===== src/rtl/phy_mbox_pkg.sv =====
package phy_mbox_pkg;
  localparam logic [15:0] ADDR_CMD    = 16'h4005;
  localparam logic [15:0] ADDR_STAT   = 16'h4037;
  localparam logic [15:0] ADDR_DATA1  = 16'h4038;
  localparam logic [15:0] ST_RUNNING  = 16'h0002;
  localparam logic [15:0] ST_SYS_BUSY = 16'hBBBB;
  localparam logic [15:0] ST_PASS     = 16'h0004;
  localparam logic [15:0] ST_ERROR    = 16'h0008;
  localparam logic [15:0] ST_FORCE    = 16'hA5A5;
  localparam logic [15:0] ST_CLEAR    = 16'h0080;

  typedef enum logic [1:0] {
    RES_PASS      = 2'b00,
    RES_NOT_READY = 2'b01,
    RES_FAIL      = 2'b10
  } res_e;

  typedef enum logic [3:0] {
    S_IDLE, S_FORCE, S_RDY_RD, S_RDY_WAIT, S_ARG_WR, S_CMD_WR,
    S_CPL_RD, S_CPL_WAIT, S_BACK_RD, S_CLEAR, S_FIN
  } st_e;
endpackage


===== src/rtl/mbox_poll_ctr.sv =====
module mbox_poll_ctr #(
  parameter int unsigned MAX_POLL = 300,
  parameter int unsigned DLY_W    = 20
) (
  input  logic             clk_i,
  input  logic             rst_ni,
  input  logic             clr_i,
  input  logic             miss_i,
  input  logic             tick_i,
  input  logic [DLY_W-1:0] dly_i,
  output logic             last_o,
  output logic             dly_zero_o
);
  localparam int unsigned TW = $clog2(MAX_POLL + 1);

  logic [TW-1:0]    tries_q;
  logic [DLY_W-1:0] dly_q;

  always_ff @(posedge clk_i or negedge rst_ni) begin
    if (!rst_ni) begin
      tries_q <= '0;
      dly_q   <= '0;
    end else if (clr_i) begin
      tries_q <= '0;
      dly_q   <= '0;
    end else if (miss_i) begin
      tries_q <= tries_q + 1'b1;
      dly_q   <= dly_i;
    end else if (tick_i && dly_q != '0) begin
      dly_q <= dly_q - 1'b1;
    end
  end

  assign last_o     = (tries_q == TW'(MAX_POLL - 1));
  assign dly_zero_o = (dly_q == '0);

  a_r7_tries_bound: assert property (@(posedge clk_i) disable iff (!rst_ni)
    tries_q < TW'(MAX_POLL));
  a_r7_miss_not_last: assert property (@(posedge clk_i) disable iff (!rst_ni)
    miss_i |-> !last_o);
endmodule


===== src/rtl/mbox_arg_bank.sv =====
module mbox_arg_bank #(
  parameter int unsigned NA = 5,
  parameter int unsigned DW = 16,
  parameter int unsigned IW = 3
) (
  input  logic            clk_i,
  input  logic            rst_ni,
  input  logic            load_i,
  input  logic [NA*DW-1:0] args_i,
  input  logic            wr_i,
  input  logic [IW-1:0]   idx_i,
  input  logic [DW-1:0]   wdata_i,
  output logic [NA*DW-1:0] args_o,
  output logic [DW-1:0]   word_o
);
  logic [DW-1:0] slot_q [NA];

  for (genvar g = 0; g < NA; g++) begin : g_slot
    always_ff @(posedge clk_i or negedge rst_ni) begin
      if (!rst_ni)                        slot_q[g] <= '0;
      else if (load_i)                    slot_q[g] <= args_i[g*DW +: DW];
      else if (wr_i && idx_i == IW'(g))   slot_q[g] <= wdata_i;
    end
    assign args_o[g*DW +: DW] = slot_q[g];
  end

  always_comb begin
    word_o = '0;
    for (int k = 0; k < NA; k++) if (idx_i == IW'(k)) word_o = slot_q[k];
  end
endmodule


===== src/rtl/phy_mbox_seq.sv =====
module phy_mbox_seq
  import phy_mbox_pkg::*;
#(
  parameter int unsigned MAX_ARGS  = 5,
  parameter int unsigned MAX_POLL  = 300,
  parameter int unsigned DLY_W     = 20,
  parameter logic [4:0]  CTL_DEV   = 5'd30,
  parameter logic [15:0] OPEN_CODE = 16'h0010,
  localparam int unsigned DW = 16,
  localparam int unsigned CW = $clog2(MAX_ARGS + 1)
) (
  input  logic                   clk_i,
  input  logic                   rst_ni,
  input  logic                   start_i,
  input  logic                   legacy_i,
  input  logic [DW-1:0]          cmd_i,
  input  logic [CW-1:0]          argc_i,
  input  logic [MAX_ARGS*DW-1:0] args_i,
  input  logic [DLY_W-1:0]       delay_i,
  output logic                   busy_o,
  output logic                   done_o,
  output logic [1:0]             result_o,
  output logic [MAX_ARGS*DW-1:0] args_o,
  output logic                   bus_req_o,
  output logic                   bus_we_o,
  output logic [4:0]             bus_dev_o,
  output logic [15:0]            bus_addr_o,
  output logic [DW-1:0]          bus_wdata_o,
  input  logic [DW-1:0]          bus_rdata_i,
  input  logic                   bus_done_i
);
  localparam logic [CW-1:0] N_MAX = CW'(MAX_ARGS);

  st_e              st_q, st_d;
  logic             legacy_q;
  logic [DW-1:0]    cmd_q;
  logic [CW-1:0]    n_q, idx_q, idx_d;
  logic [DLY_W-1:0] dly_q;
  res_e             res_q, res_d;
  logic             load, clr, miss, tick, bank_wr, last, dly_zero, rdy_ok, last_idx;
  logic [DW-1:0]    word;

  mbox_poll_ctr #(.MAX_POLL(MAX_POLL), .DLY_W(DLY_W)) u_poll (
    .clk_i, .rst_ni, .clr_i(clr), .miss_i(miss), .tick_i(tick),
    .dly_i(dly_q), .last_o(last), .dly_zero_o(dly_zero));

  mbox_arg_bank #(.NA(MAX_ARGS), .DW(DW), .IW(CW)) u_bank (
    .clk_i, .rst_ni, .load_i(load), .args_i(args_i), .wr_i(bank_wr),
    .idx_i(idx_q), .wdata_i(bus_rdata_i), .args_o(args_o), .word_o(word));

  assign rdy_ok   = legacy_q ? (bus_rdata_i == OPEN_CODE)
                             : (bus_rdata_i != ST_RUNNING && bus_rdata_i != ST_SYS_BUSY);
  assign last_idx = (idx_q == n_q - 1'b1);

  always_comb begin
    st_d = st_q; idx_d = idx_q; res_d = res_q;
    load = 1'b0; clr = 1'b0; miss = 1'b0; tick = 1'b0; bank_wr = 1'b0;
    unique case (st_q)
      S_IDLE: if (start_i) begin
        load = 1'b1; clr = 1'b1; res_d = RES_PASS;
        st_d = legacy_i ? S_FORCE : S_RDY_RD;
      end
      S_FORCE: if (bus_done_i) st_d = S_RDY_RD;
      S_RDY_RD: if (bus_done_i) begin
        if (rdy_ok) begin
          idx_d = '0;
          st_d  = (n_q != '0) ? S_ARG_WR : S_CMD_WR;
        end else if (last) begin
          res_d = RES_NOT_READY; st_d = S_FIN;
        end else begin
          miss = 1'b1; st_d = S_RDY_WAIT;
        end
      end
      S_RDY_WAIT: begin
        tick = 1'b1;
        if (dly_zero) st_d = S_RDY_RD;
      end
      S_ARG_WR: if (bus_done_i) begin
        if (last_idx) st_d = S_CMD_WR;
        else          idx_d = idx_q + 1'b1;
      end
      S_CMD_WR: if (bus_done_i) begin
        clr = 1'b1; st_d = S_CPL_RD;
      end
      S_CPL_RD: if (bus_done_i) begin
        if (bus_rdata_i == ST_PASS) begin
          idx_d = '0;
          if (n_q != '0)    st_d = S_BACK_RD;
          else if (legacy_q) st_d = S_CLEAR;
          else               st_d = S_FIN;
        end else if (bus_rdata_i == ST_ERROR || last) begin
          res_d = RES_FAIL; st_d = S_FIN;
        end else begin
          miss = 1'b1; st_d = S_CPL_WAIT;
        end
      end
      S_CPL_WAIT: begin
        tick = 1'b1;
        if (dly_zero) st_d = S_CPL_RD;
      end
      S_BACK_RD: if (bus_done_i) begin
        bank_wr = 1'b1;
        if (last_idx) st_d = legacy_q ? S_CLEAR : S_FIN;
        else          idx_d = idx_q + 1'b1;
      end
      S_CLEAR: if (bus_done_i) st_d = S_FIN;
      S_FIN:   st_d = S_IDLE;
      default: st_d = S_IDLE;
    endcase
  end

  always_ff @(posedge clk_i or negedge rst_ni) begin
    if (!rst_ni) begin
      st_q <= S_IDLE; legacy_q <= 1'b0; cmd_q <= '0; n_q <= '0;
      idx_q <= '0; dly_q <= '0; res_q <= RES_PASS;
    end else begin
      st_q <= st_d; idx_q <= idx_d; res_q <= res_d;
      if (load) begin
        legacy_q <= legacy_i;
        cmd_q    <= cmd_i;
        n_q      <= (argc_i > N_MAX) ? N_MAX : argc_i;
        dly_q    <= delay_i;
      end
    end
  end

  always_comb begin
    bus_req_o = 1'b1; bus_we_o = 1'b0; bus_addr_o = ADDR_STAT; bus_wdata_o = '0;
    unique case (st_q)
      S_FORCE:   begin bus_we_o = 1'b1; bus_wdata_o = ST_FORCE; end
      S_RDY_RD, S_CPL_RD: ;
      S_ARG_WR:  begin bus_we_o = 1'b1; bus_addr_o = ADDR_DATA1 + 16'(idx_q); bus_wdata_o = word; end
      S_CMD_WR:  begin bus_we_o = 1'b1; bus_addr_o = ADDR_CMD; bus_wdata_o = cmd_q; end
      S_BACK_RD: bus_addr_o = ADDR_DATA1 + 16'(idx_q);
      S_CLEAR:   begin bus_we_o = 1'b1; bus_wdata_o = ST_CLEAR; end
      default:   bus_req_o = 1'b0;
    endcase
  end

  assign bus_dev_o = CTL_DEV;
  assign busy_o    = (st_q != S_IDLE);
  assign done_o    = (st_q == S_FIN);
  assign result_o  = res_q;

  a_r2_req_hold: assert property (@(posedge clk_i) disable iff (!rst_ni)
    bus_req_o && !bus_done_i |=> bus_req_o && $stable(bus_addr_o) && $stable(bus_we_o)
                                  && $stable(bus_wdata_o));
  a_r1_addr_map: assert property (@(posedge clk_i) disable iff (!rst_ni)
    bus_req_o |-> bus_addr_o == ADDR_CMD || bus_addr_o == ADDR_STAT ||
                  (bus_addr_o >= ADDR_DATA1 && bus_addr_o < ADDR_DATA1 + 16'(MAX_ARGS)));
  a_r10_done_pulse: assert property (@(posedge clk_i) disable iff (!rst_ni)
    done_o |=> !done_o && !busy_o);
  a_r10_busy_hold: assert property (@(posedge clk_i) disable iff (!rst_ni)
    busy_o && !done_o |=> busy_o);
  a_r9_clear_legacy: assert property (@(posedge clk_i) disable iff (!rst_ni)
    bus_req_o && bus_we_o && bus_addr_o == ADDR_STAT && bus_wdata_o == ST_CLEAR |-> legacy_q);
endmodule


===== config.mk =====
export PLATFORM = sky130hd
export DESIGN_NAME = phy_mbox_seq
export DESIGN_NICKNAME = d
export VERILOG_FILES = /design/src/rtl/phy_mbox_pkg.sv /design/src/rtl/mbox_poll_ctr.sv /design/src/rtl/mbox_arg_bank.sv /design/src/rtl/phy_mbox_seq.sv
export SDC_FILE = /design/constraint.sdc
export NUM_CORES = 1
export LEC_CHECK = 0
export BUFFER_PORTS_ARGS = -buffer_cell sky130_fd_sc_hd__buf_2
export CORE_MARGIN = 8
export CORE_UTILIZATION = 56
export DETAILED_ROUTE_END_ITERATION = 16
export PLACE_DENSITY = 0.85
export SETUP_SLACK_MARGIN = 0.4
export SYNTH_ARGS = -nofsm -noshare
export SYNTH_HDL_FRONTEND = slang
export SYNTH_SLANG_ARGS = --single-unit

===== constraint.sdc =====
create_clock -name clk_i -period 7.2 [get_ports clk_i]
set_clock_uncertainty 0.1 [all_clocks]
set_input_delay 0.36 -clock clk_i [delete_from_list [all_inputs] [get_ports clk_i]]
set_output_delay 0.36 -clock clk_i [all_outputs]
set_load 0.01 [all_outputs]

# == After elaboration in Yosys (flattened, before gate mapping) ==
# Cells that the tools add are included.
# word_totals
out_inout_bits,123
memories,0
register_bits,158
rom_bits,0
input_bits,140
wordCells,166
ramBits,0
latch_bits,0
# classes
n_eq_ne,41
shifts,0
bitwise,0
n_lt_le_gt_ge,1
n_mux,75
div_mod_pow,0
n_reduce_logical,30
addsub,5
mul,0
# ops
operator,count
2-to-1 mux 16 bit,15
2-to-1 mux 4 bit,16
case mux 16 bit (4 select lines),1
2-to-1 mux 20 bit,3
case mux 4 bit (10 select lines),1
"!= test 2 bit, second input constant",19
case mux 16 bit (2 select lines),1
2-to-1 mux 3 bit,7
zero test 20 bit,1
2-to-1 mux 2 bit,10
nonzero test 20 bit,1
"subtractor 20 x 1 -> 20 bit, second input constant",1
2-to-1 mux 9 bit,2
"adder 15 x 3 -> 16 bit, first input constant",1
"== test 16 x 3 -> 1 bit, second input constant",1
"== test 16 x 4 -> 1 bit, second input constant",1
"== test 16 x 5 -> 1 bit, second input constant",1
"== test 4 x 3 -> 1 bit, second input constant",4
"!= test 16 bit, second input constant",1
"!= test 16 x 2 -> 1 bit, second input constant",1
2-to-1 mux 1 bit,15
"== test 4 bit, second input constant",3
AND reduction 12 bit,1
nonzero test 2 bit,6
26 further kinds,39

# == Depth between registers and ports, before layout ==
# Gate-level depths: netlist of run 1.
# logic_depth
depth_word,8
ltp_mapped,9
ltp_nobuf,8

# == Hierarchy ==
# Synthesis of run 1 repeated with hierarchy kept, for this count alone.
# hier_totals
hier_cells,1007
hier_area_um2,9322.7
# modules_own_cells
mod,area_per_inst_um2,n_inst,cells_per_inst,seq_area_each_um2
mbox_arg_bank,4573.1,1,428,2001.9
phy_mbox_seq,2989.1,1,381,1226.2
mbox_poll_ctr,1760.4,1,198,725.7

# == Worst setup path before layout of run 1 ==
# OpenSTA, ideal clock, no wires.
# synth_timing
kind,flip-flop to output port
from,reg idx_q[0]
to,out bus_wdata_o[13]
path_stages_with_launch,10
path_slack_ns,4.683
arrival_ns,2.057
t_required_ns,6.740
path_buffers,1
cell_sequence,dfrtp_1 inv_1 ha_1 nand2b_1 nor2_1 clkbuf_1 a221oi_1 o311ai_0 o21ai_0 o21ai_0
# synth_between
elab_chain_len,7
elab_cells_between_ends,11
classes_between,eq/ne (4); mux (6); reduce/logical (1)
# synth_rtl
item,line_no,rtl
start: declaration,phy_mbox_seq.sv:37,"logic [CW-1:0] n_q, idx_q, idx_d;"
start signal: assignment,phy_mbox_seq.sv:117,st_q <= st_d; idx_q <= idx_d; res_q <= res_d;
zero test 3 bit,mbox_arg_bank.sv:29,for (int k = 0; k < NA; k++) if (idx_i == IW'(k)) word_o = slot_q[k];
2-to-1 mux 16 bit (4 in series),mbox_arg_bank.sv:29,
2-to-1 mux 16 bit (*),mbox_arg_bank.sv:29,
case mux 16 bit (4 select lines) (*),phy_mbox_seq.sv:129,unique case (st_q)
end: declaration,phy_mbox_seq.sv:28,"output logic [DW-1:0] bus_wdata_o,"
# Every way passes the cells marked *; elsewhere a longest branch is shown, timed or not.

# == Final worst setup path of run 1 ==
# layout_timing
from,reg idx_q[1]
to,out bus_wdata_o[10]
# Same word-level chain as after synthesis.

==> impl_metrics.json, run 1 <==
{
  "outcome": "finished, final reports clean",
  "p_leak_nw": 5.06,
  "finalSetupViolations": 0,
  "dieArea_mm2": 0.0197,
  "async_flop_share": 1.00,
  "track_usage": 0.321,
  "wirelength_mm": 32.2,
  "required_ns": 6.74,
  "finalCritPeriodShare": 0.612,
  "synth_compound_area_frac": 0.228,
  "post-route-util": 0.694,
  "period_minus_slack_ns": 4.41,
  "cp-start-kind": "register",
  "synth_adder_area_share": 0.0144,
  "worst_pin_slew_ns": 1.41,
  "vdd_drop_max_uv": 294,
  "hp-class": "input pin to register",
  "die_h_um": 141,
  "synth_top_family_by_area": "compound AO/OA/AOI/OAI gates",
  "synth-main-ff-cell": "dfrtp_1",
  "fin_cells": 1454,
  "fmax_ghz": 0.227,
  "cp_data_arrival_time_ns": 3.95,
  "globalRouteOverflowTotal": 0,
  "final_layout_size_suffix_gt1_frac": 0.237,
  "holdWs_ns": 0.0113,
  "end_kind": "output pin",
  "ios": 263,
  "nNetsFinal": 1399,
  "ys_warn_count": 0,
  "p_per_area_mw_per_mm2": 414,
  "slew_violations": 0,
  "synthSimpleGateAreaFrac": 0.219,
  "wl_per_cell_um": 22.1,
  "avgSynthCellArea_um2": 8.30,
  "synth_mux_area_frac": 0.0117,
  "crit_buf_inv": 2,
  "placed_cells": 1414,
  "slew-limit-headroom": 0.0611,
  "clk_latency_ns": 0.43,
  "drt_iter0_markers": 924,
  "rsz0062_at_grt": "no",
  "fin_setup_tns_ns": 0,
  "synth_area_mm2": 0.00868,
  "rows": 45,
  "synth_cells": 1046,
  "clkSinkCount": 158,
  "crit_slowest_cell": "nor2_1",
  "maxCapViolCount": 0,
  "vias": 9142,
  "area_delta_synth_final_pct": 21.5,
  "dpl.hpwl_mm": 23.5,
  "path_cells": "inv_1 > ha_1 > nand2b_1 > nor2_1 > a221oi_1 > o311ai_0 > o21ai_0 > o21ai_0 > buf_2",
  "synth-xor-area-share": 0.0212,
  "critical-path-top-delay-family": "compound AO/OA/AOI/OAI gates",
  "clockRootBuffer": "clkbuf_16",
  "crit_top_cell": "o21ai_0",
  "synth-seq-cells": 158,
  "viasPerCell": 6.29,
  "final_antenna_net_count": 0,
  "fin_ws_ns": 2.79,
  "tritoncts": "yes",
  "grt_first_pass_wirelength_mm": 49.8,
  "io_buffers": 247,
  "grt_antenna_before_repair": 2,
  "synth_enable_flop_cells": 0,
  "cts-htree-levels": 4,
  "synth.yosys.seq_area_share": 0.455,
  "critical_path_class": "register to output pin",
  "grt_pass1_vias": 9056,
  "final-hold-violation-count": 0,
  "start_util": 0.571,
  "cts_made_buffers": 17,
  "path_max_fanout": 16,
  "core_area_mm2": 0.0152,
  "clockBufferDepth": 2,
  "grt_max_degree": 93,
  "detail_route.first_pass.iterations": 6,
  "pre_cts_slack_ns": 3.46,
  "place.gp.congestion": 1.00,
  "synth_cell_type_count": 64,
  "die_w_um": 141,
  "slowest_delay_ns": 0.95,
  "clk_pin_slew_ns": 0.07,
  "drc": 0
}
## where the power goes
part / internal, mW / switching [mW] / total [mW]
clock network: 0.568 / 0.387 / 0.956
registers: 1.29 / 0.417 / 1.71
logic: 0.697 / 1.01 / 1.71
total: 2.56 / 1.81 / 4.37
## worst paths after layout
path | startpoint | to | slack, ns | cells after the start
max | idx_q[1] | bus_wdata_o[10] | 2.79 | 9
min | cmd_i[4] | cmd_q[4] | 0.01 | 3
max in group asynchronous | rst_ni | result_o[1] | 5.17 | 3
min reg2reg | dly_q[7] | dly_q[7] | 0.38 | 2
max reg2reg | st_q[0] | u_poll.tries_q[0] | 3.50 | 6
min in group asynchronous | rst_ni | u_bank.args_o[25] | 0.46 | 2
## logic make-up (layout without fill, tap and decap cells)
kind of cell,Yosys count,after routing
multiplexers,10,10
AO/OA/AOI/OAI,335,335
flip-flops,158,158
adder cells (fa/ha/maj),10,10
other,2,19
XOR/XNOR,21,21
AND/OR/NAND/NOR,411,411
buffers and inverters,99,302
## placed cells by master (no fill, tap or decap), types with 4 or more instances in the layout
cell type and count:
a211oi_1 15, a221oi_1 17, nor2_1 103, nor4_1 11, ha_1 10, nand3b_1 5, buf_4 5, clkbuf_16 17
xnor2_1 8, o311ai_0 16, o21ai_0 63, inv_1 14, nand4_1 6, and3_1 5, buf_2 246, nand2_1 176
diode_2 4, nand3_1 23, conb_1 15, a21oi_1 172, dfrtp_1 158, and2_1 19, nor2b_1 7, o22ai_1 12
nand2b_1 22, mux2i_1 9, or4_1 5, xor2_1 13, nor3_1 8, dlygate4sd3_1 4
## final cells by class
class | instances | area [um^2]
diodes | 4 | 10.0
fillers | 1223 | 4650
inverters | 14 | 52.6
repair buffers | 256 | 1320
clock inverters | 11 | 155
flip-flops and latches | 158 | 3950
multi-input cells | 802 | 4370
well taps | 188 | 235
clock buffers | 21 | 460
## worst register-to-register path, delay by kind of cell (launching register included)
family,cells,cell delay [ns]
AND/OR/NAND/NOR,3,1.57
flip-flops,1,0.71
buffers and inverters,1,0.69
AO/OA/AOI/OAI,1,0.39
multiplexers,1,0.08
## synthesized netlist by cell type (5+ instances only)
cell type,count,area [um^2]
and2_1,20,125
nand3_1,23,115
a211oi_1,15,113
nor2_1,103,387
clkbuf_1,66,248
nor3_1,8,40.0
nor4_1,11,68.8
mux2i_1,9,90.1
and3_1,5,31.3
or4_1,5,37.5
a221oi_1,17,149
o311ai_0,16,140
nor2b_1,7,43.8
buf_4,16,120
o21ai_0,63,315
nand2_1,177,664
ha_1,10,125
nand2b_1,22,138
xor2_1,13,114
inv_1,14,52.6
xnor2_1,8,70.1
o22ai_1,12,75.1
dfrtp_1,158,3950
a21oi_1,173,866
nand4_1,6,37.5
nand3b_1,5,37.5
## metrics by stage
| step | cell area [um^2] | power (mW) |
|---|---|---|
| after detailed placement | 9890 | 3.36 |
| after global routing | 10500 | 4.60 |
| after CTS | 10500 | 4.33 |
| after floorplan | 8730 | 2.61 |
| after global placement | 9890 | 3.31 |
| final | 10600 | 4.37 |
## state kept, by name, indices dropped and copies added (netlist names), 2 cells and up
| signal | count |
|---|---|
| result_o | 2 |
| st_q | 4 |
| n_q | 3 |
| cmd_q | 16 |
| dly_q | 20 |
| u_bank.args_o | 80 |
| idx_q | 3 |
| u_poll.tries_q | 9 |
| u_poll.dly_q | 20 |
## layer usage
| metal | track usage | wire (um) |
|---|---|---|
| met3 | 0.0934 | 3400 |
| met1 | 0.384 | 11900 |
| met5 | 0 | 0 |
| met2 | 0.519 | 15200 |
| met4 | 0.165 | 1680 |
## what timing repair did
item	in CTS	in global routing
resized for setup	0	0
endpoints found under the setup margin	0	0
hold buffers	4	0
endpoints found under the hold margin	94	0
setup buffers	0	0
Note: power is estimated with default switching activity, not from simulation.
==> inputs of run 2 (changes only) <==
Settings changed: CORE_UTILIZATION 56 to 52, PLACE_DENSITY 0.85 to 0.8.
Clock period 7.2 ns to 4.6 ns, I/O delays scaled along.
==> impl_metrics.json, run 2 (synthesized netlist as in run 1, its figures left out) <==
{
  "crit_top_cell": "o21ai_0",
  "clockRootBuffer": "clkbuf_16",
  "p_leak_nw": 5.35,
  "rows": 47,
  "slew_violations": 0,
  "critical_path_class": "register to output pin",
  "viasPerCell": 6.14,
  "start_util": 0.527,
  "crit_buf_inv": 2,
  "largest_reg_flops": 80,
  "cts_setup_buffers": 0,
  "clk_pin_slew_ns": 0.06,
  "grt_antenna_before_repair": 5,
  "crit_slowest_cell": "o311ai_0",
  "drc": 0,
  "required_ns": 4.27,
  "vdd_drop_max_uv": 387,
  "drt_iter0_markers": 1173,
  "r2r-start": "st_q[0]",
  "end_kind": "output pin",
  "pre_cts_slack_ns": 1.36,
  "area_delta_synth_final_pct": 29.4,
  "tritoncts": "yes",
  "holdBufCountCts": 59,
  "reg2regPathDepth": 6,
  "dpl.hpwl_mm": 23.8,
  "maxCapViolCount": 0,
  "cts-htree-levels": 4,
  "ios": 263,
  "die_h_um": 145,
  "p_per_area_mw_per_mm2": 626,
  "cts.repair.resized": 0,
  "critical_path.startpoint": "idx_q[0]",
  "period_minus_slack_ns": 3.55,
  "finalSetupViolations": 0,
  "die_w_um": 145,
  "nNetsFinal": 1460,
  "fin_ws_ns": 1.05,
  "track_usage": 0.317,
  "min_path_cells": 3,
  "vias": 9506,
  "final-hold-violation-count": 0,
  "fin_setup_tns_ns": 0,
  "outcome": "finished, final reports clean",
  "globalRouteOverflowTotal": 0,
  "r2r_setup_slack_ns": 1.19,
  "cts_made_buffers": 17,
  "clkSinkCount": 158,
  "path_cells": "inv_1 > ha_1 > nand2_1 > nor2_1 > o311ai_0 > o21ai_0 > o21ai_0 > buf_2",
  "slew-limit-headroom": 0.119,
  "grt_first_pass_wirelength_mm": 53.3,
  "final_common_cell": "buf_2",
  "path_max_fanout": 17,
  "finalCritPeriodShare": 0.771,
  "r2r_end": "u_poll.tries_q[5]",
  "final_antenna_net_count": 0,
  "io_buffers": 247,
  "wl_per_cell_um": 22.1,
  "detail_route.first_pass.iterations": 8,
  "crit_end": "bus_wdata_o[2]",
  "core_area_mm2": 0.0165,
  "wirelength_mm": 34.1,
  "worst_pin_slew_ns": 1.32,
  "grt_max_degree": 67,
  "fmax_ghz": 0.282,
  "clockBufferDepth": 2,
  "cp-start-kind": "register",
  "layout_common_cells": "buf_2, nand2_1, a21oi_1",
  "grt_pass1_vias": 9525,
  "critical-path-top-delay-family": "compound AO/OA/AOI/OAI gates",
  "slowest_delay_ns": 0.78,
  "final_layout_size_suffix_gt1_frac": 0.231,
  "dieArea_mm2": 0.0211,
  "hp-class": "input pin to register",
  "cp_data_arrival_time_ns": 3.22,
  "path_depth": 8,
  "clk_latency_ns": 0.43,
  "place.gp.congestion": 0.961,
  "rsz0062_at_grt": "no"
}
run 2: how the worst min path moves through the flow:
stage / start / end / slack, ns
finish: args_i[11] / u_bank.args_o[11] / 0.004
global route: args_i[19] / u_bank.args_o[19] / 0.01
CTS: args_i[72] / u_bank.args_o[72] / 0.0001
detailed placement: rst_ni / u_bank.args_o[16] / 0.16
global placement: rst_ni / u_bank.args_o[0] / 0.16
floorplan: rst_ni / cmd_q[0] / -0.17
run 2: power by group:
part           internal [mW]  switching (mW)
sequential              2.02           0.615
clock                   1.00           0.576
combinational           1.14            1.68
total                   4.17            2.87
run 2: cell type report:
cell class,count,area [um^2]
clock inverters,10,185
inverters,14,52.6
diodes,5,12.5
repair buffers,317,1920
flip-flops and latches,158,3950
fillers,1296,5230
well taps,220,275
clock buffers,21,470
multi-input cells,802,4370
run 2: layer usage:
layer	GRT usage	wire, um	up-vias
met1	0.375	12400	4519
met4	0.187	1830	2
met3	0.0914	3400	127
met2	0.507	16400	648
met5	0	13	-
li1	-	-	4210
run 2: per-stage QoR:
stage          utilization  std cells  hold slack (ns)  power, mW  area [um^2]
5_1_grt              0.682       1546           0.0104       7.40        11200
3_3_place_gp         0.605       1451            0.156       5.24         9970
4_1_cts              0.681       1541         0.000118       6.95        11200
6_report             0.683       1547          0.00397       7.03        11200
3_5_place_dp         0.605       1451            0.161       5.32         9970
2_1_floorplan            -       1059           -0.166       4.09         8730
run 2: worst min-delay path: cells and delay by family:
kind                   cells  cell delay (ns)
AOI/OAI and AO/OA          2             0.18
buffers and inverters      1             0.08
